### config.mk
export PLATFORM = sky130hd
export DESIGN_NAME = hdr_symcat
export DESIGN_NICKNAME = d
export VERILOG_FILES = /design/src/rtl/hdr_symcat_pkg.sv /design/src/rtl/hdr_symcat_shift.sv /design/src/rtl/hdr_symcat_hold.sv /design/src/rtl/hdr_symcat.sv
export SDC_FILE = /design/constraint.sdc
export NUM_CORES = 1
export LEC_CHECK = 0
export BUFFER_PORTS_ARGS = -buffer_cell sky130_fd_sc_hd__buf_2
export CAP_MARGIN = 10
export CORE_ASPECT_RATIO = 0.6
export CORE_MARGIN = 5
export CORE_UTILIZATION = 40
export DETAILED_ROUTE_END_ITERATION = 16
export PLACE_DENSITY = 0.68
export REMOVE_ABC_BUFFERS = 1
export SYNTH_ARGS = -nofsm -noshare
export SYNTH_HDL_FRONTEND = slang
export SYNTH_SLANG_ARGS = --single-unit
### constraint.sdc
create_clock -name clk -period 2.32 [get_ports clk]
set_input_delay 0.116 -clock clk [delete_from_list [all_inputs] [get_ports clk]]
set_output_delay 0.116 -clock clk [all_outputs]
set_load 0.05 [all_outputs]
### src/rtl/hdr_symcat_pkg.sv
package hdr_symcat_pkg;
  typedef enum logic [1:0] {
    ST_IDLE,
    ST_HDR,
    ST_DATA,
    ST_TAIL
  } cat_state_e;
endpackage

### src/rtl/hdr_symcat_shift.sv
// Re-packs one input word behind SHIFT_SYMS carried symbols (top-aligned).
module hdr_symcat_shift #(
  parameter int DATA_W     = 32,
  parameter int SYM_W      = 8,
  parameter int SHIFT_SYMS = 2
) (
  input  logic [DATA_W-1:0] carry_i,
  input  logic [DATA_W-1:0] data_i,
  output logic [DATA_W-1:0] merged_o,
  output logic [DATA_W-1:0] spill_o
);
  localparam int SH_BITS   = SHIFT_SYMS * SYM_W;
  localparam int KEEP_BITS = DATA_W - SH_BITS;

  generate
    if (SHIFT_SYMS == 0) begin : g_aligned
      // Header ends on a word boundary: payload passes straight through.
      logic unused_carry;
      assign unused_carry = ^carry_i;
      assign merged_o     = data_i;
      assign spill_o      = '0;
    end else begin : g_shifted
      logic [DATA_W-1:0] top_mask;
      assign top_mask = ~({DATA_W{1'b1}} >> SH_BITS);
      assign merged_o = (carry_i & top_mask) | (data_i >> SH_BITS);
      assign spill_o  = data_i << KEEP_BITS;
    end
  endgenerate
endmodule

### src/rtl/hdr_symcat_hold.sv
// Captures the header vector and serves it as whole words plus a remainder.
module hdr_symcat_hold #(
  parameter int DATA_W   = 32,
  parameter int SYM_W    = 8,
  parameter int HDR_SYMS = 6,
  parameter int IDX_W    = 1
) (
  input  logic                      clk,
  input  logic                      rst_n,
  input  logic                      load_i,
  input  logic [HDR_SYMS*SYM_W-1:0] hdr_i,
  input  logic [IDX_W-1:0]          sel_i,
  output logic [DATA_W-1:0]         word_o,
  output logic [DATA_W-1:0]         rem_o
);
  localparam int NSYM     = DATA_W / SYM_W;
  localparam int HDR_W    = HDR_SYMS * SYM_W;
  localparam int HDR_FULL = HDR_SYMS / NSYM;
  localparam int PAD_W    = HDR_W + DATA_W;

  logic [HDR_W-1:0] hdr_q, hdr_d;
  logic [PAD_W-1:0] pad;

  always_comb hdr_d = load_i ? hdr_i : hdr_q;

  always_ff @(posedge clk or negedge rst_n) begin
    if (!rst_n) hdr_q <= '0;
    else        hdr_q <= hdr_d;
  end

  // Zero padding keeps the remainder slice in range for any header length.
  assign pad    = {hdr_q, {DATA_W{1'b0}}};
  assign word_o = pad[PAD_W-1 - int'(sel_i)*DATA_W -: DATA_W];
  assign rem_o  = pad[PAD_W-1 - HDR_FULL*DATA_W -: DATA_W];
endmodule

### src/rtl/hdr_symcat.sv
module hdr_symcat
  import hdr_symcat_pkg::*;
#(
  parameter int DATA_W   = 32,
  parameter int SYM_W    = 8,
  parameter int HDR_SYMS = 6,
  localparam int NSYM    = DATA_W / SYM_W,
  localparam int EMPTY_W = (NSYM > 1) ? $clog2(NSYM) : 1,
  localparam int HDR_W   = HDR_SYMS * SYM_W
) (
  input  logic               clk,
  input  logic               rst_n,
  input  logic [HDR_W-1:0]   hdr_in,
  input  logic               in_valid,
  output logic               in_ready,
  input  logic               in_sop,
  input  logic               in_eop,
  input  logic [EMPTY_W-1:0] in_empty,
  input  logic [DATA_W-1:0]  in_data,
  output logic               out_valid,
  input  logic               out_ready,
  output logic               out_sop,
  output logic               out_eop,
  output logic [EMPTY_W-1:0] out_empty,
  output logic [DATA_W-1:0]  out_data
);
  localparam int HDR_FULL = HDR_SYMS / NSYM;
  localparam int HDR_REM  = HDR_SYMS % NSYM;
  localparam int IDX_W    = (HDR_FULL > 1) ? $clog2(HDR_FULL) : 1;

  cat_state_e         state_q, state_d;
  logic [IDX_W-1:0]   idx_q, idx_d;
  logic [DATA_W-1:0]  carry_q, carry_d;
  logic [EMPTY_W-1:0] tail_emp_q, tail_emp_d;
  logic               first_q, first_d;
  logic               ov_q, ov_d, osop_q, osop_d, oeop_q, oeop_d;
  logic [EMPTY_W-1:0] oemp_q, oemp_d;
  logic [DATA_W-1:0]  odat_q, odat_d;

  logic               adv, load_hdr;
  logic [DATA_W-1:0]  hdr_word, hdr_rem, merged, spill;

  hdr_symcat_hold #(
    .DATA_W(DATA_W), .SYM_W(SYM_W), .HDR_SYMS(HDR_SYMS), .IDX_W(IDX_W)
  ) u_hold (
    .clk(clk), .rst_n(rst_n), .load_i(load_hdr), .hdr_i(hdr_in),
    .sel_i(idx_q), .word_o(hdr_word), .rem_o(hdr_rem)
  );

  hdr_symcat_shift #(
    .DATA_W(DATA_W), .SYM_W(SYM_W), .SHIFT_SYMS(HDR_REM)
  ) u_shift (
    .carry_i(carry_q), .data_i(in_data), .merged_o(merged), .spill_o(spill)
  );

  // The output register may load when it is empty or being drained.
  assign adv = !ov_q || out_ready;

  always_comb begin
    state_d    = state_q;
    idx_d      = idx_q;
    carry_d    = carry_q;
    tail_emp_d = tail_emp_q;
    first_d    = first_q;
    load_hdr   = 1'b0;
    in_ready   = 1'b0;
    ov_d       = ov_q;
    osop_d     = osop_q;
    oeop_d     = oeop_q;
    oemp_d     = oemp_q;
    odat_d     = odat_q;
    if (adv) begin
      ov_d   = 1'b0;
      osop_d = 1'b0;
      oeop_d = 1'b0;
      oemp_d = '0;
    end
    unique case (state_q)
      ST_IDLE: begin
        if (in_valid && in_sop) begin
          load_hdr = 1'b1;
          idx_d    = '0;
          first_d  = 1'b1;
          state_d  = ST_HDR;
        end
      end
      ST_HDR: begin
        if (HDR_FULL == 0) begin
          carry_d = hdr_rem;
          state_d = ST_DATA;
        end else if (adv) begin
          ov_d    = 1'b1;
          osop_d  = first_q;
          odat_d  = hdr_word;
          first_d = 1'b0;
          if (int'(idx_q) == HDR_FULL - 1) begin
            carry_d = hdr_rem;
            state_d = ST_DATA;
          end else begin
            idx_d = idx_q + 1'b1;
          end
        end
      end
      ST_DATA: begin
        in_ready = adv;
        if (adv && in_valid) begin
          ov_d    = 1'b1;
          osop_d  = first_q;
          odat_d  = merged;
          first_d = 1'b0;
          carry_d = spill;
          if (in_eop) begin
            if (int'(in_empty) >= HDR_REM) begin
              oeop_d  = 1'b1;
              oemp_d  = in_empty - EMPTY_W'(HDR_REM);
              state_d = ST_IDLE;
            end else begin
              tail_emp_d = EMPTY_W'(NSYM - HDR_REM) + in_empty;
              state_d    = ST_TAIL;
            end
          end
        end
      end
      ST_TAIL: begin
        if (adv) begin
          ov_d    = 1'b1;
          oeop_d  = 1'b1;
          oemp_d  = tail_emp_q;
          odat_d  = carry_q;
          state_d = ST_IDLE;
        end
      end
      default: state_d = ST_IDLE;
    endcase
  end

  always_ff @(posedge clk or negedge rst_n) begin
    if (!rst_n) begin
      state_q    <= ST_IDLE;
      idx_q      <= '0;
      carry_q    <= '0;
      tail_emp_q <= '0;
      first_q    <= 1'b0;
      ov_q       <= 1'b0;
      osop_q     <= 1'b0;
      oeop_q     <= 1'b0;
      oemp_q     <= '0;
      odat_q     <= '0;
    end else begin
      state_q    <= state_d;
      idx_q      <= idx_d;
      carry_q    <= carry_d;
      tail_emp_q <= tail_emp_d;
      first_q    <= first_d;
      ov_q       <= ov_d;
      osop_q     <= osop_d;
      oeop_q     <= oeop_d;
      oemp_q     <= oemp_d;
      odat_q     <= odat_d;
    end
  end

  assign out_valid = ov_q;
  assign out_sop   = osop_q;
  assign out_eop   = oeop_q;
  assign out_empty = oemp_q;
  assign out_data  = odat_q;
endmodule

=== Word-level counts from Yosys, hierarchy flattened ===
Index checks and enable logic that the tools add are counted.

* $add $sub $neg: 4
* $mul: 0
* Divide/modulo/power cells: 0
* Magnitude comparators: 1
* Eq/ne operators: 9
* Shift-type cells: 1
* Muxes and demuxes: 47
* Bitwise gates (word level): 2
* Reduce and logical (&&, ||, !) cells: 16

{| class="wikitable"
|+ Operators with widths
! operator !! number
|-
| 32-bit two-way mux || 6
|-
| 111-bit by 8-bit indexed part select with 32-bit output || 1
|-
| 32-bit one-hot mux with 3 select lines || 1
|-
| 32-bit one-hot mux with 2 select lines || 1
|-
| 32-bit by 16-bit OR with 32-bit output || 1
|-
| 2-bit two-way mux || 12
|-
| 1-bit two-way mux || 20
|-
| 4-bit AND reduction || 4
|-
| 2-bit inequality test, second input constant || 6
|-
| 1-bit one-hot mux with 2 select lines || 4
|-
| 2-bit one-hot mux with 4 select lines || 1
|-
| 7-bit by 6-bit subtractor with 8-bit output, first input constant || 1
|-
| 6-bit AND reduction || 1
|-
| 3-bit nonzero test || 2
|-
| 2-bit == test, second input constant || 2
|-
| 2-bit one-hot mux with 2 select lines || 1
|-
| 2-bit nonzero test || 2
|-
| 1-bit one-hot mux with 3 select lines || 1
|-
| 3-bit AND reduction || 1
|-
| 2-bit adder, first input constant || 1
|-
| 2-bit by 1-bit == test with 1-bit output, second input constant || 1
|-
| 2-bit greater-or-equal comparator, second input constant || 1
|-
| 1-bit logical AND || 2
|-
| 2-bit logical NOT || 1
|-
| other kinds (6) || 6
|}

* Flip-flop bits (word level): 123
* Latch bits: 0
* Memory bits (writable): 0
* Memory bits (read-only): 0
* Input bits: 88
* Output and inout port bits: 38
* Logic and storage cells: 91
* Memories kept: 0

=== Depth between registers and ports, before layout ===
* Depth after elaboration: 7
* Gate-level depth with buffers: 8
* Depth with buffers taken out: 6

=== Modules after synthesis ===
A second synthesis with hierarchy kept.

* Cells, all modules: 618
* Area, all modules: 6,638.9 um^2

{| class="wikitable"
|+ By module, submodules not included
! module !! times used !! cells each !! area each (um^2) !! seq. area each (um^2)
|-
| hdr_symcat || 1 || 384 || 3,751.1 || 1,851.8
|-
| hdr_symcat_hold || 1 || 169 || 2,403.6 || 1,201.2
|-
| hdr_symcat_shift || 1 || 65 || 484.2 || 0.0
|}

=== Worst setup path before layout ===
Ideal clock, no wire load.

* Path type: register to output
* From: reg state_q[0]
* To: out in_ready
* Data arrival time: 1.574 ns
* Data required time: 2.204 ns
* Setup slack: 0.630 ns
* Cell stages (with the launch flop): 7
* Path buffers: 3
* Cells stage by stage: dfrtp_1 -> inv_1 -> ha_1 -> buf_2 -> buf_4 -> buf_2 -> and2_1

* Word-level cells in the longest chain between the ends: 2

{| class="wikitable"
|+ Ends and longest elaborated chain
! item !! RTL line !! RTL
|-
| start: declaration || hdr_symcat.sv:31 || <nowiki>cat_state_e state_q, state_d;</nowiki>
|-
| start signal: assignment || hdr_symcat.sv:150 || <nowiki>state_q <= state_d;</nowiki>
|-
| 2-bit == test || hdr_symcat.sv:78 || <nowiki>unique case (state_q)</nowiki>
|-
| 1-bit two-way mux || hdr_symcat.sv:78 ||
|-
| end: declaration || hdr_symcat.sv:15 || <nowiki>output logic in_ready,</nowiki>
|}

No other way between the ends.

=== Worst setup path in the final report ===
Same ends and word-level chain as after synthesis.

==> impl_metrics.yaml <==
worst_setup_path:
  arrival_ns: 2.08
  ff2ff_setup_slack_ns: 0.47
  critPathBufInv: 3
  required_ns: 2.20
  critPathKind: "flop to output port"
  reg2reg_to: "first_q"
  path_max_fanout: 28
  cpMaxStageDelayCell: "dfrtp_1"
  crit_path_cell_trace: "inv_1 -> ha_2 -> buf_4 -> and2_1 -> buf_2"
  end_kind: "output port"
  r2r-start: "state_q[0]"
  slowest_delay_ns: 0.42
  cp-startpoint: "state_q[0]"
  reg2reg_depth: 6
  path_delay_family: "buffers and inverters"
  critPathLaunchType: "flop"
logic_synthesis:
  synth_edf_count: 0
  ys.warnings.count: 0
  ys_ff_latch: 106
  synth_top_cell_area_share_pct: 57.72
  synthArstFlopShare_pct: 100.0
  syn-cell-area_sq_mm: 0.004596
  ys_top_cells_by_area: "dfrtp_1, mux2_2, mux2i_1"
  yosysUniqueCellTypes: 35
  ys_seq_area_share_pct: 57.72
  yosysTopAreaCell: "dfrtp_1"
  syn-mean-instance-area_sq_um: 12.22
  synth_ff_type: "dfrtp_1"
  synthCells: 376
cells_and_area:
  final_common_cell: "buf_2"
  utilization_pct: 52.76
  fin_nets: 619
  insertedDiodeCount: 0
  syn_to_final_growth_pct: 29.27
  fillerInstances: 997
  layoutNonFillerInstCount: 674
  drive_gt1_share_pct: 40.75
  final_cell_mix: "buf_2, dfrtp_1, nor2_1, mux2_2, a21oi_1"
routing:
  drc: 0
  routed_wl_um: 10870
  postRouteAntennaNets: 0
  vias: 3397
  dr.first_iter.drc_count: 158
  wl_per_cell_um: 16.13
  via_per_inst: 5.040
  firstDrtPassIters: 4
power_and_ir_drop:
  cellPowerDensity_mw_per_mm2: 1590
  ir_worst_vdd_mv: 0.6761
  p_leak_nw: 2.818
global_routing:
  grt-ovfl-total: 0
  grt_start_max_net_pins: 47
  antenna_found_initial: 0
  grt_pass1_vias: 3489
  grt_pass1_wl_um: 17610
  grtUsageTotal_pct: 16.18
hold_path:
  min-delay-path-class: "input pin to flop"
  hold_depth: 2
  hold_path_end: "u_hold.hdr_q[16]"
  worstHoldStart: "hdr_in[16]"
clocking:
  cts.path.max_buffers: 2
  cts_tree: "done"
  cts-root-buf: "clkbuf_16"
  clk_pin_slew_ns: 0.07
  postCtsSetupRepairBufs: 0
  post_cts_resized: 0
  clock-sinks: 106
  cts_buffers: 9
  htreeDepth: 3
  clkLatencyLatePin_ns: 0.34
sta:
  worst_slack_ns: 0.1268
  slew_viol_final: 0
  slew-limit-headroom_pct: 67.55
  worst_pin_slew_ns: 0.4867
  timing.final.crit_share_pct: 94.53
  period_minus_slack_ns: 2.193
  hold_violations: 0
  rsz0062_at_grt: "false"
  skew_ns: 0.003924
  fmax_mhz: 456.0
  setup_viol: 0
die:
  ios: 126
  die_x_um: 148.4
  core_area_sq_mm: 0.01126
  start_util_pct: 40.81
  dieArea_sq_mm: 0.01380
  fp.dieH_um: 93.03
  row_count: 30
placement:
  dpl_worst_slack_ns: 0.4989
  placed_cells: 632
  portBuffers: 125
  gp_congestion: 0.7719
  dp.final_hpwl_um: 7718
outcome:
  status: "complete, no violations"
flow_run:
  drv_cap: 0
[how the worst max path moves through the flow]
stage / to / cells after the start
6_report: in_ready / 5
3_5_place_dp: first_q / 6
4_1_cts: in_ready / 5
2_1_floorplan: out_data[10] / 6
3_3_place_gp: in_ready / 5
5_1_grt: in_ready / 5
[Yosys cell counts, types with 3 or more instances]
library cell,number
clkbuf_1,3
inv_1,4
nand3_1,4
buf_2,15
buf_4,4
buf_6,4
a21oi_2,9
mux2i_1,32
mux2_2,49
ha_1,5
a21oi_1,42
nand2_1,3
a22oi_1,16
o21ai_0,3
dfrtp_1,106
nor2_1,54
[kinds of logic (layout without fill, tap and decap cells)]
group | Yosys count | after routing | share of synthesized area, %
DFF | 106 | 106 | 57.72
AOI/OAI and AO/OA | 83 | 83 | 11.68
muxes | 81 | 81 | 18.98
and+or+nand+nor | 71 | 71 | 6.425
buffers and inverters | 30 | 184 | 3.839
adders and majority gates | 5 | 5 | 1.361
[cell type report]
type                            count  area (sq um)  area share (%)
Tap cell                          144         180.2           3.033
Multi-Input combinational cell    240          1779           29.95
Timing Repair Buffer              165          1021           17.19
Inverter                            4         15.01          0.2527
Sequential cell                   106          2653           44.65
Clock buffer                       10         239.0           4.023
Clock inverter                      5         53.80          0.9056
[sequential cells by signal, summed over array words and instances, names as in the netlist, 2 cells and up]
register      cells
u_hold.hdr_q     48
out_data         32
carry_q          16
out_empty         2
state_q           2
tail_emp_q        2
[report_power, final]
group	internal [mW]	switching [mW]	leakage (nW)
clock network	0.858	0.655	0.148
logic	1.69	2.92	1.43
registers	2.82	0.499	1.24
[metrics by stage]
step | hold slack (ns) | area (sq um) | TNS, ns | total power, mW
2_1_floorplan | -0.1796 | 4434 | -48.74 | 6.682
3_3_place_gp | 0.09841 | 5378 | 0 | 7.782
3_5_place_dp | 0.1072 | 5378 | 0 | 7.977
4_1_cts | 0.0001932 | 5901 | 0 | 9.562
5_1_grt | 0.0003591 | 5941 | 0 | 10.09
6_report | 0.01201 | 5941 | 0 | 9.447
[routing by layer]
metal,wire (um),share of wire [%],GRT usage [%]
met3,872,8.0,5.472
met5,0,0,0
met1,5202,48,22.85
met2,4689,43,24.17
met4,106,0.98,3.843
[worst register-to-register path, stage by stage (launching register included)]
cell,delay [ns]
dfrtp_1,0.42
inv_1,0.14
ha_2,0.31
buf_4,0.40
a21boi_0,0.29
o21ai_0,0.13
o31ai_1,0.07
[repair_timing]
| item | 4_1_cts | 5_1_grt |
|---|---|---|
| endpoints found under the hold margin | 56 | 4 |
| hold buffers | 23 | 4 |
| setup endpoints to repair | 0 | 0 |
(Power assumes the default switching activity.)
